## config.mk

```make
export PLATFORM = sky130hd
export DESIGN_NAME = lpf_filter
export DESIGN_NICKNAME = d
export VERILOG_FILES = /design/src/rtl/lpf_pkg.sv /design/src/rtl/lpf_classify.sv /design/src/rtl/lpf_disp_hold.sv /design/src/rtl/lpf_err_gate.sv /design/src/rtl/lpf_filter.sv
export SDC_FILE = /design/constraint.sdc
export NUM_CORES = 1
export LEC_CHECK = 0
export CORE_MARGIN = 4
export CORE_UTILIZATION = 36
export DETAILED_ROUTE_END_ITERATION = 7
export PLACE_DENSITY = 0.78
export SLEW_MARGIN = 40
export SYNTH_ARGS = -nofsm -noshare
export SYNTH_HDL_FRONTEND = slang
export SYNTH_HIERARCHICAL = 1
export SYNTH_SLANG_ARGS = --single-unit
```

## constraint.sdc

```tcl
create_clock -name clk -period 1.5 [get_ports clk]
set_input_delay 0.225 -clock clk [delete_from_list [all_inputs] [get_ports clk]]
set_output_delay 0.225 -clock clk [all_outputs]
set_load 0.01 [all_outputs]
```

## src/rtl/lpf_pkg.sv

```systemverilog
package lpf_pkg;

  typedef enum logic [1:0] {
    KIND_REQ = 2'b00,
    KIND_CFG = 2'b01,
    KIND_MSG = 2'b10,
    KIND_CPL = 2'b11
  } pkt_kind_e;

  typedef enum logic [1:0] {
    DISP_ACCEPT  = 2'b00,
    DISP_FORWARD = 2'b01,
    DISP_UR      = 2'b10,
    DISP_UC      = 2'b11
  } disp_e;

  typedef struct packed {
    pkt_kind_e kind;
    logic      cfg_t0;
    logic      to_self;
    logic      from_sec;
  } hdr_t;

  // Full-power rule set: plain target decode.
  function automatic disp_e disp_full_power(input hdr_t h);
    return h.to_self ? DISP_ACCEPT : DISP_FORWARD;
  endfunction

  // Low-power rule set.
  function automatic disp_e disp_low_power(input hdr_t h);
    disp_e d;
    if (h.kind == KIND_CPL) begin
      d = h.to_self ? DISP_UC : DISP_FORWARD;
    end else if (h.from_sec) begin
      d = DISP_UR;
    end else begin
      unique case (h.kind)
        KIND_CFG: d = h.cfg_t0  ? DISP_ACCEPT : DISP_UR;
        KIND_MSG: d = h.to_self ? DISP_ACCEPT : DISP_UR;
        default:  d = DISP_UR;
      endcase
    end
    return d;
  endfunction

  function automatic logic disp_raises_error(input disp_e d);
    return (d == DISP_UR) || (d == DISP_UC);
  endfunction

  // An error event may be reported unless the bridge sleeps and the
  // event did not come from packet receipt.
  function automatic logic err_permitted(input logic low_power, input logic rx_cause);
    return rx_cause || !low_power;
  endfunction

endpackage

```

## src/rtl/lpf_classify.sv

```systemverilog
module lpf_classify
  import lpf_pkg::*;
(
  input  hdr_t  hdr,
  input  logic  low_power,
  output disp_e code,
  output logic  err_ok
);

  disp_e code_full;
  disp_e code_low;

  always_comb begin
    code_full = disp_full_power(hdr);
    code_low  = disp_low_power(hdr);
    code      = low_power ? code_low : code_full;
    err_ok    = disp_raises_error(code);
  end

endmodule

```

## src/rtl/lpf_disp_hold.sv

```systemverilog
module lpf_disp_hold
  import lpf_pkg::*;
#(
  parameter int TAG_W = 8
) (
  input  logic             clk,
  input  logic             rst_n,
  input  logic             load,
  input  disp_e            code_in,
  input  logic             err_ok_in,
  input  logic [TAG_W-1:0] tag_in,
  output logic             valid_q,
  output disp_e            code_q,
  output logic             err_ok_q,
  output logic [TAG_W-1:0] tag_q
);

  always_ff @(posedge clk) begin
    if (!rst_n) begin
      valid_q  <= 1'b0;
      code_q   <= DISP_ACCEPT;
      err_ok_q <= 1'b0;
      tag_q    <= '0;
    end else if (load) begin
      valid_q  <= 1'b1;
      code_q   <= code_in;
      err_ok_q <= err_ok_in;
      tag_q    <= tag_in;
    end
  end

endmodule

```

## src/rtl/lpf_err_gate.sv

```systemverilog
module lpf_err_gate
  import lpf_pkg::*;
#(
  parameter int ERR_SRCS = 4
) (
  input  logic                clk,
  input  logic                rst_n,
  input  logic                low_power,
  input  logic [ERR_SRCS-1:0] evt,
  input  logic [ERR_SRCS-1:0] rx_cause,
  output logic [ERR_SRCS-1:0] fire_q
);

  logic [ERR_SRCS-1:0] pass_en;

  for (genvar i = 0; i < ERR_SRCS; i++) begin : g_src
    assign pass_en[i] = err_permitted(low_power, rx_cause[i]);

    always_ff @(posedge clk) begin
      if (!rst_n) fire_q[i] <= 1'b0;
      else        fire_q[i] <= evt[i] & pass_en[i];
    end
  end

endmodule

```

## src/rtl/lpf_filter.sv

```systemverilog
module lpf_filter
  import lpf_pkg::*;
#(
  parameter int TAG_W    = 8,
  parameter int ERR_SRCS = 4
) (
  input  logic                clk,
  input  logic                rst_n,
  input  logic                pm_d3hot,
  input  logic                hdr_valid,
  input  logic [1:0]          hdr_kind,
  input  logic                hdr_cfg_type0,
  input  logic                hdr_to_self,
  input  logic                hdr_from_secondary,
  input  logic [TAG_W-1:0]    hdr_tag,
  input  logic [ERR_SRCS-1:0] err_evt,
  input  logic [ERR_SRCS-1:0] err_from_rx,
  output logic                disp_valid,
  output logic [1:0]          disp_code,
  output logic                disp_err_ok,
  output logic [TAG_W-1:0]    disp_tag,
  output logic [ERR_SRCS-1:0] err_fire
);

  hdr_t  cur_hdr;
  disp_e cls_code;
  logic  cls_err_ok;
  disp_e held_code;

  assign cur_hdr = '{kind:     pkt_kind_e'(hdr_kind),
                     cfg_t0:   hdr_cfg_type0,
                     to_self:  hdr_to_self,
                     from_sec: hdr_from_secondary};

  lpf_classify u_classify (
    .hdr       (cur_hdr),
    .low_power (pm_d3hot),
    .code      (cls_code),
    .err_ok    (cls_err_ok)
  );

  lpf_disp_hold #(.TAG_W(TAG_W)) u_hold (
    .clk       (clk),
    .rst_n     (rst_n),
    .load      (hdr_valid),
    .code_in   (cls_code),
    .err_ok_in (cls_err_ok),
    .tag_in    (hdr_tag),
    .valid_q   (disp_valid),
    .code_q    (held_code),
    .err_ok_q  (disp_err_ok),
    .tag_q     (disp_tag)
  );

  assign disp_code = held_code;

  lpf_err_gate #(.ERR_SRCS(ERR_SRCS)) u_err_gate (
    .clk       (clk),
    .rst_n     (rst_n),
    .low_power (pm_d3hot),
    .evt       (err_evt),
    .rx_cause  (err_from_rx),
    .fire_q    (err_fire)
  );

endmodule

```

==> summary.txt <==
Run status
  • Status: finished, final reports clean

Routing
  • Final antenna-violating net count: 0
  • Routed WL per cell: 11.61 um
  • Total wire length: 1579 um
  • First-pass DRT Iterations: 3
  • Via-per-instance ratio: 4.360
  • Via count: 593
  • Remaining DRCs: 0
  • DRT iter0 DRCs: 4

STA
  • WHS: 0.4685 ns
  • Relative slew slack: 82.35%
  • Fin. Hold Viols: 0
  • Post-route setup slack: ~0.098 ns
  • Fmax: 713.1 MHz
  • Fin crit share: 93.48%
  • Max Slew Vio Count: 0
  • Final setup viols: 0
  • Worst slew pin tran: between 0.2 and 0.3 ns
  • RSZ-0062 raised after global routing: no
  • Setup Skew: 0 ns
  • Fin crit period: 1.402 ns

Logic synthesis
  • Post-synthesis cell area: roughly 700 um^2
  • Ys async rst share: 0%
  • Cells after synthesis: 66
  • Top area cells in the synthesized netlist: dfxtp_1, mux2i_1, nor2b_1
  • Average size of a mapped cell: about 10 um^2
  • Most frequent cells after synthesis: dfxtp_1, mux2i_1, nor2b_1
  • Cell variety after synth: 12
  • Sequential fraction of the synthesis area: 46.89%
  • Most common cell in the netlist: dfxtp_1
  • Ys Warns: 6
  • Post-synth top flop: dfxtp_1
  • Syn nets: 94
  • Yosys top cell area share: 46.89%
  • Post-synth EDFFs: 0
  • Yosys top cell by area: dfxtp_1
  • FF+latch count, synth: 16

Layout
  • Fin area: ~1200 um^2
  • Area growth from synthesis to layout: 70.51%
  • Nets@finish: 141
  • Diodes inserted: 0
  • Layout cells sized above 1: 8.108%

Floorplanning
  • IO Count: 41
  • Floorplan core area: 1764 um^2
  • Die height: 51.56 um
  • DIE WIDTH: 51.56 um
  • Initial Utilization: 38.72%
  • Num rows: 15
  • DIE AREA: 2658 um^2

Placement
  • Post-DP Area: 1142 um^2
  • Dpl ws: -0.3674 ns
  • Number of port buffers: 40
  • Routability cong.: approximately 0.66
  • Dpl hpwl: 1243 um

Critical path
  • R2R depth: 2
  • CP top delay family: buffers and inverters
  • Slowest-stage cell, CP: clkdlybuf4s50_1
  • CP Cell Sequence: clkdlybuf4s50_1
  • Max incr delay on CP: 0.55 ns
  • Buf/Inv on CP: 1
  • Crit path DAT: about 1.2 ns
  • Worst setup path category: reg -> out
  • R2R Setup Slk: 0.87 ns
  • Worst r2r src: u_hold/tag_q[1]
  • R2r endpoint: u_hold/tag_q[1]
  • CP Launch Type: flip-flop
  • CP endpoint kind: primary output
  • Worst Path Required: about 1.3 ns
  • Critical Path Fanout Max: 2

Clock network
  • Num CTS Buffers: 3
  • Hold buffers post-CTS: 0
  • CTS tree: yes
  • CTS-repair resized insts: 3
  • Skew-Pair Late Insertion Delay: 0.27 ns
  • CTS clk-pin slew, worst paths: 0.09 ns
  • Clk sinks: 16
  • Post-CTS Setup Inserts: 0
  • Max clock buf depth: 2
  • Clock root buffer: clkbuf_4
  • CTS H-tree depth: 1

Hold path
  • Worst hold path cell count: 3
  • HP Class: in -> reg
  • Hold_sp: err_evt[2]
  • WHS Endpoint: u_err_gate/fire_q[2]

GRT
  • Busiest grt layer: met2
  • Met2 GRT Util: 21.61%
  • Vias in the first global route: 609
  • Met1 GRT Util: 14.23%
  • Antenna violations before repair: 0
  • First-pass GRT wire length: 2566 um
  • Largest net degree at the start of global routing: 13
  • Gr ovfl total: 0
  • GR Layer Usage met3: 6.017%
  • GR Util All Layers: 12.64%

Pwr
  • Max IR drop VDD: 0.5092 mV
  • Pwr/cell area: between 700 and 800 nW/um^2
  • LEAKAGE: 0.5049 nW

Run
  • Max_cap viols: 0
==> flip-flops by register name (all words and copies together) (netlist names) <==
| name | flops |
|---|---|
| u_err_gate/fire_q | 4 |
| u_hold/code_q | 2 |
| u_hold/err_ok_q | 1 |
| u_hold/tag_q | 8 |
| u_hold/valid_q | 1 |
==> kinds of logic after synthesis <==
family / synth area share [%]
fa+ha+maj: 5.495
flops: 46.89
buf+inv: 6.593
simple gates: 13.19
compound gates: 10.26
mux: 17.58
==> layout by cell type (no fill, tap or decap) <==
cell type and count:
inv_1 8, buf_4 3, a2111oi_4 1, clkdlybuf4s50_1 38
nor2b_2 1, nand2_1 4, dfxtp_1 16, clkbuf_4 3
a21oi_1 6, nor2b_1 11, ha_1 3, dlygate4sd2_1 2
o21a_1 1, mux2i_1 12, o21ai_0 1, buf_12 1
==> area by class of cell <==
cell class	count	area, um^2
clock buffers	3	22.52
fillers	162	599.3
inverters	8	30.03
multi-input cells	40	320.3
flip-flops and latches	16	320.3
well taps	25	31.28
repair buffers	44	440.4
==> metrics by stage <==
step           std cells  power, mW  setup TNS, ns  utilization (%)
6_report             136     0.8930              0            66.03
5_1_grt              136     0.9448              0            66.03
4_1_cts              136     0.9076              0            66.03
3_5_place_dp         133     0.6889        -0.7718            64.75
3_3_place_gp         133     0.6849        -0.6010            64.75
2_1_floorplan         66     0.5500              0                -
==> per-layer routing <==
metal,vias up,routed length (um),share of wire (%)
met5,-,0,0
met4,0,0,0
met3,0,183,12
met2,28,758,48
met1,260,637,40
li1,305,-,-
==> worst max path at each step <==
stage | depth (start not counted) | endpoint | startpoint
after floorplan | 6 | u_hold/code_q[1] | hdr_kind[0]
after global placement | 7 | u_hold/err_ok_q | hdr_kind[0]
after detailed placement | 7 | u_hold/err_ok_q | hdr_kind[0]
after CTS | 1 | disp_tag[1] | u_hold/tag_q[1]
after global routing | 1 | disp_tag[1] | u_hold/tag_q[1]
final | 1 | disp_tag[1] | u_hold/tag_q[1]
==> power by group <==
group | internal, mW | switching, mW
logic | 0.139 | 0.0747
clock network | 0.0929 | 0.125
registers | 0.450 | 0.0114
No activity file was read; power rests on OpenSTA's default activity.
